`src/rtl/afe_framer_pkg.sv`:
```
package afe_framer_pkg;
  // Two converter samples share each bus cycle (ADC runs at twice the bus clock)
  localparam int RX_SAMPLES = 2;

  typedef struct packed {
    logic clear;   // synchronous reset of datapath state
    logic load;    // take a new word into the nibble shifter
    logic shift;   // advance the nibble shifter
    logic sample;  // capture the receive bus
  } framer_ctrl_t;
endpackage

```
`src/rtl/afe_framer_ctrl.sv`:
```
module afe_framer_ctrl
  import afe_framer_pkg::*;
#(
  parameter int NIBBLES = 4
) (
  input  logic         clk,
  input  logic         rst,
  output framer_ctrl_t ctrl,
  output logic         wordClk,
  output logic         txReady
);
  localparam int PH_W = (NIBBLES > 1) ? $clog2(NIBBLES) : 1;
  localparam logic [PH_W-1:0] LAST_PH = PH_W'(NIBBLES - 1);

  logic [PH_W-1:0] phaseQ;
  logic            wordClkQ;
  logic            lastPhase;

  assign lastPhase = (phaseQ == LAST_PH);

  always_ff @(posedge clk) begin
    if (rst) begin
      phaseQ   <= '0;
      wordClkQ <= 1'b0;
    end else begin
      phaseQ   <= lastPhase ? '0 : phaseQ + 1'b1;
      wordClkQ <= lastPhase;
    end
  end

  always_comb begin
    ctrl.clear  = rst;
    ctrl.load   = !rst && lastPhase;
    ctrl.shift  = !rst && !lastPhase;
    ctrl.sample = !rst;
  end

  assign wordClk = wordClkQ;
  assign txReady = ctrl.load;
endmodule

```
`src/rtl/afe_framer_dp.sv`:
```
module afe_framer_dp
  import afe_framer_pkg::*;
#(
  parameter int NIBBLE_W = 4,
  parameter int NIBBLES  = 4,
  parameter int SAMP_W   = 5
) (
  input  logic                                  clk,
  input  framer_ctrl_t                          ctrl,
  input  logic [NIBBLE_W*NIBBLES-1:0]           txWord,
  input  logic                                  txValid,
  output logic [NIBBLE_W-1:0]                   txNibble,
  input  logic [SAMP_W*RX_SAMPLES-1:0]          rxBus,
  output logic [SAMP_W-1:0]                     rxEarly,
  output logic [SAMP_W-1:0]                     rxLate,
  output logic                                  rxValid
);
  localparam int WORD_W = NIBBLE_W * NIBBLES;
  localparam int RX_W   = SAMP_W * RX_SAMPLES;

  logic [WORD_W-1:0] shiftQ;
  logic [SAMP_W-1:0] sampQ [RX_SAMPLES];
  logic              rxValidQ;

  // Transmit: most significant nibble leads
  always_ff @(posedge clk) begin
    if (ctrl.clear)      shiftQ <= '0;
    else if (ctrl.load)  shiftQ <= txValid ? txWord : '0;
    else if (ctrl.shift) shiftQ <= shiftQ << NIBBLE_W;
  end

  assign txNibble = shiftQ[WORD_W-1 -: NIBBLE_W];

  // Receive: slot 0 is the top field and the earlier sample
  for (genvar s = 0; s < RX_SAMPLES; s++) begin : g_slot
    always_ff @(posedge clk) begin
      if (ctrl.clear)       sampQ[s] <= '0;
      else if (ctrl.sample) sampQ[s] <= rxBus[RX_W-1-s*SAMP_W -: SAMP_W];
    end
  end

  always_ff @(posedge clk) begin
    if (ctrl.clear) rxValidQ <= 1'b0;
    else            rxValidQ <= ctrl.sample;
  end

  assign rxEarly = sampQ[0];
  assign rxLate  = sampQ[RX_SAMPLES-1];
  assign rxValid = rxValidQ;
endmodule

```
`src/rtl/afe_bus_framer.sv`:
```
module afe_bus_framer
  import afe_framer_pkg::*;
#(
  parameter int NIBBLE_W = 4,
  parameter int NIBBLES  = 4,
  parameter int SAMP_W   = 5
) (
  input  logic                          clk,
  input  logic                          rst,
  input  logic [NIBBLE_W*NIBBLES-1:0]   txWord,
  input  logic                          txValid,
  output logic                          txReady,
  output logic                          wordClk,
  output logic [NIBBLE_W-1:0]           txNibble,
  input  logic [SAMP_W*RX_SAMPLES-1:0]  rxBus,
  output logic [SAMP_W-1:0]             rxEarly,
  output logic [SAMP_W-1:0]             rxLate,
  output logic                          rxValid
);
  framer_ctrl_t ctrl;

  afe_framer_ctrl #(.NIBBLES(NIBBLES)) u_ctrl (
    .clk     (clk),
    .rst     (rst),
    .ctrl    (ctrl),
    .wordClk (wordClk),
    .txReady (txReady)
  );

  afe_framer_dp #(
    .NIBBLE_W(NIBBLE_W),
    .NIBBLES (NIBBLES),
    .SAMP_W  (SAMP_W)
  ) u_dp (
    .clk      (clk),
    .ctrl     (ctrl),
    .txWord   (txWord),
    .txValid  (txValid),
    .txNibble (txNibble),
    .rxBus    (rxBus),
    .rxEarly  (rxEarly),
    .rxLate   (rxLate),
    .rxValid  (rxValid)
  );
endmodule

```
`config.mk`:
```
export PLATFORM = sky130hd
export DESIGN_NAME = afe_bus_framer
export DESIGN_NICKNAME = d
export VERILOG_FILES = /design/src/rtl/afe_framer_pkg.sv /design/src/rtl/afe_framer_ctrl.sv /design/src/rtl/afe_framer_dp.sv /design/src/rtl/afe_bus_framer.sv
export SDC_FILE = /design/constraint.sdc
export NUM_CORES = 1
export LEC_CHECK = 0
export ABC_AREA = 1
export BUFFER_PORTS_ARGS = -buffer_cell sky130_fd_sc_hd__buf_2
export CORE_MARGIN = 10
export CORE_UTILIZATION = 45
export CTS_BUF_LIST = sky130_fd_sc_hd__clkbuf_8
export CTS_CLUSTER_SIZE = 24
export DETAILED_ROUTE_END_ITERATION = 10
export PLACE_DENSITY = 0.71
export SYNTH_ARGS = -nofsm -noshare
export SYNTH_HDL_FRONTEND = slang
export SYNTH_HIERARCHICAL = 1
export SYNTH_SLANG_ARGS = --single-unit
```
`constraint.sdc`:
```
create_clock -name clk -period 1.4 [get_ports clk]
set_input_delay 0.07 -clock clk [delete_from_list [all_inputs] [get_ports clk]]
set_output_delay 0.07 -clock clk [all_outputs]
set_load 0.01 [all_outputs]
```
==> flow_metrics.env <==
export IMPL_max_stage_delay_ns=0.35
export IMPL_crit_slowest_cell="dfxtp_2"
export IMPL_cts_root_buf="clkbuf_8"
export IMPL_synth_cell_type_count=18
export IMPL_grt_pass1_vias=1229
export IMPL_grt_max_degree=17
export IMPL_power_clock_fraction_pct=34.1
export IMPL_grt_pass1_wl_um=5030
export IMPL_area_growth_pct=27.0
export IMPL_fin_crit_ns=1.33
export IMPL_end_kind="flip-flop"
export IMPL_maxSlewViolCount=0
export IMPL_fp_dieW_um=77.0
export IMPL_gp_congestion=0.744
export IMPL_clock_skew_ns=0.00311
export IMPL_ys_warn_count=6
export IMPL_die_area_um2=5930
export IMPL_core_um2=3080
export IMPL_hold_viol_final=0
export IMPL_status="finished, final reports clean"
export IMPL_regArea_um2=703
export IMPL_pre_cts_slack_ns=0.0393
export IMPL_place_port_buffers=45
export IMPL_cts_tree="yes"
export IMPL_leakagePower_uw=0.00102
export IMPL_cts_sinks=30
export IMPL_fin_nets=278
export IMPL_cp_cell_sequence="ha_4 -> inv_4 -> nor2_4 -> buf_6 -> nor2_4 -> clkbuf_16 -> nand2_1 -> nand2_1 -> nor2_1"
export IMPL_clk_pin_slew_worst_paths_ns=0.06
export IMPL_firstDrtPassIters=4
export IMPL_synth_async_sr_flop_share_pct=0
export IMPL_final_common_cell="nand2_1"
export IMPL_wl_per_cell_um=10.3
export IMPL_worst_ep_arrival_time_ns=1.55
export IMPL_drt_iter0_drc=60
export IMPL_synth_seq_cells=30
export IMPL_drtAntennaViolNets=0
export IMPL_slew_headroom_pct=75.9
export IMPL_diodes=0
export IMPL_path_buf_inv=3
export IMPL_syn_area_um2=1460
export IMPL_fill_cells=316
export IMPL_final_cell_mix="nand2_1 (53), buf_2 (44), inv_1 (40), nor2_1 (39), dfxtp_1 (18)"
export IMPL_crit_fanout=8
export IMPL_p_comb_share_pct=17.1
export IMPL_worst_pin_slew_ns=0.360
export IMPL_swShare_pct=25.9
export IMPL_via_count=1180
export IMPL_seqPwrFrac_pct=48.9
export IMPL_antenna_found_initial=0
export IMPL_worst_setup_path_type="flip-flop to flip-flop"
export IMPL_die_y_um=77.0
export IMPL_synth_avg_cell_area_um2=7.28
export IMPL_cp_required_ns=1.62
export IMPL_htree_levels=2
export IMPL_max_cap_viol_count=0
export IMPL_synth_edff_count=10
export IMPL_grt_usage_pct=10.4
export IMPL_internal_power_uw=1510
export IMPL_stdcell_area_um2=1860
export IMPL_fin_ws_ns=0.0716
export IMPL_cts_buffers=5
export IMPL_detail_route_vias_per_cell=4.03
export IMPL_clk_latency_ns=0.28
export IMPL_synthCells=201
export IMPL_rows=20
export IMPL_pin_count=46
export IMPL_layout_drive_gt1_share_pct=32.5
export IMPL_multi_input_area_um2=537
export IMPL_placed_area_um2=1690
export IMPL_setup_viol=0
export IMPL_start_util_pct=47.5
export IMPL_startpoint_type="flip-flop"
export IMPL_fin_crit_sh_pct=94.9
export IMPL_seq_area_frac_synth_pct=47.9
export IMPL_synth_fp_nets=231
export IMPL_clock_path_buffers=2
export IMPL_fmax_mhz=753
export IMPL_switching_power_uw=528
export IMPL_p_per_area_nw_per_um2=1100
export IMPL_dp_hpwl_um=2150
export IMPL_hold_buffers=0
export IMPL_vdd_drop_max_v=0.000863
export IMPL_wl_um=3030
export IMPL_drc=0
export IMPL_fin_util_pct=60.4
export IMPL_hp_class="input port to flip-flop"
export IMPL_cp_top_family="simple AND/OR/NAND/NOR gates"
export IMPL_grt_overflow_total=0
export IMPL_synth_ff_type="dfxtp_1"
## what timing repair did
action | in CTS | in global routing
endpoints found under the setup margin | 1 | 15
pin swaps | 0 | 7
resized for setup | 1 | 10
hold endpoints to repair | 0 | 0
setup buffers | 0 | 1
cloned | 0 | 2
## Yosys cell counts (2+ instances only)
library cell | count | share of area (%)
a21oi_1 | 4 | 1.4
edfxtp_1 | 10 | 21
nor2_2 | 10 | 4.3
nor2_1 | 40 | 10
dfxtp_1 | 20 | 27
buf_4 | 6 | 3.1
nand3_1 | 4 | 1.4
buf_6 | 4 | 3.1
inv_2 | 3 | 0.77
nand2_1 | 53 | 14
inv_1 | 39 | 10
nand2_2 | 2 | 0.86
## final cells by class
class,instances,area share (%)
clock inverters,2,0.404
repair buffers,51,16.7
flip-flops and latches,30,37.8
inverters,42,8.75
multi-input cells,118,28.9
clock buffers,6,4.44
well taps,44,2.96
## power by group through the flow
stage                     registers [uW]  logic [uW]  clock network (uW)
after floorplan                     1020         210                   0
after global placement              1010         313                   0
after detailed placement            1010         319                   0
after CTS                            990         322                 720
after global routing                1000         403                 741
final                                995         347                 694
## path summary, 6_finish.rpt
path,start,to,slack (ns),depth (start not counted)
max,u_ctrl/phaseQ[0]$_SDFF_PP0_,u_dp/shiftQ[9]$_SDFFE_PP0P_,0.07,9
min,txWord[2],u_dp/shiftQ[2]$_SDFFE_PP0P_,0.05,3
min reg2reg,u_ctrl/phaseQ[0]$_SDFF_PP0_,u_ctrl/phaseQ[0]$_SDFF_PP0_,0.44,1
max reg2reg,u_ctrl/phaseQ[0]$_SDFF_PP0_,u_dp/shiftQ[9]$_SDFFE_PP0P_,0.07,9
## worst register-to-register path: cells and delay by family (launching register included)
family | cells | cell delay (ns)
adders and majority gates | 1 | 0.14
buffers and inverters | 3 | 0.34
and+or+nand+nor | 5 | 0.44
DFF | 1 | 0.35
## flip-flops by register name, indices dropped and copies added, names as in the netlist
signal	cells
u_ctrl/phaseQ	2
u_ctrl/wordClk	1
u_dp/rxValid	1
u_dp/sampQ	10
u_dp/shiftQ	16
## logic make-up (layout without fill, tap and decap cells)
family,Yosys count,count (layout),share of synthesized area (%)
AO/OA/AOI/OAI,4,4,1.37
adder cells (fa/ha/maj),1,1,0.855
buffers and inverters,54,101,17.5
flip-flops,30,30,47.9
AND/OR/NAND/NOR,112,113,32.3
## metal layers
layer  wire length (um)  global-route usage, %
met1               1310                   10.3
met2               1440                   17.8
met3                224                   5.24
met4                 58                   4.93
met5                  0                      0
## per-stage QoR
step           power (uW)  setup TNS (ns)  std cells  hold WS (ns)
2_1_floorplan        1230               0        201         0.142
3_3_place_gp         1320               0        282         0.346
3_5_place_dp         1330               0        282         0.348
4_1_cts              2030               0        290        0.0469
5_1_grt              2150         -0.0715        293        0.0623
6_report             2040               0        293        0.0512
Power figures use the tool's default switching activity.
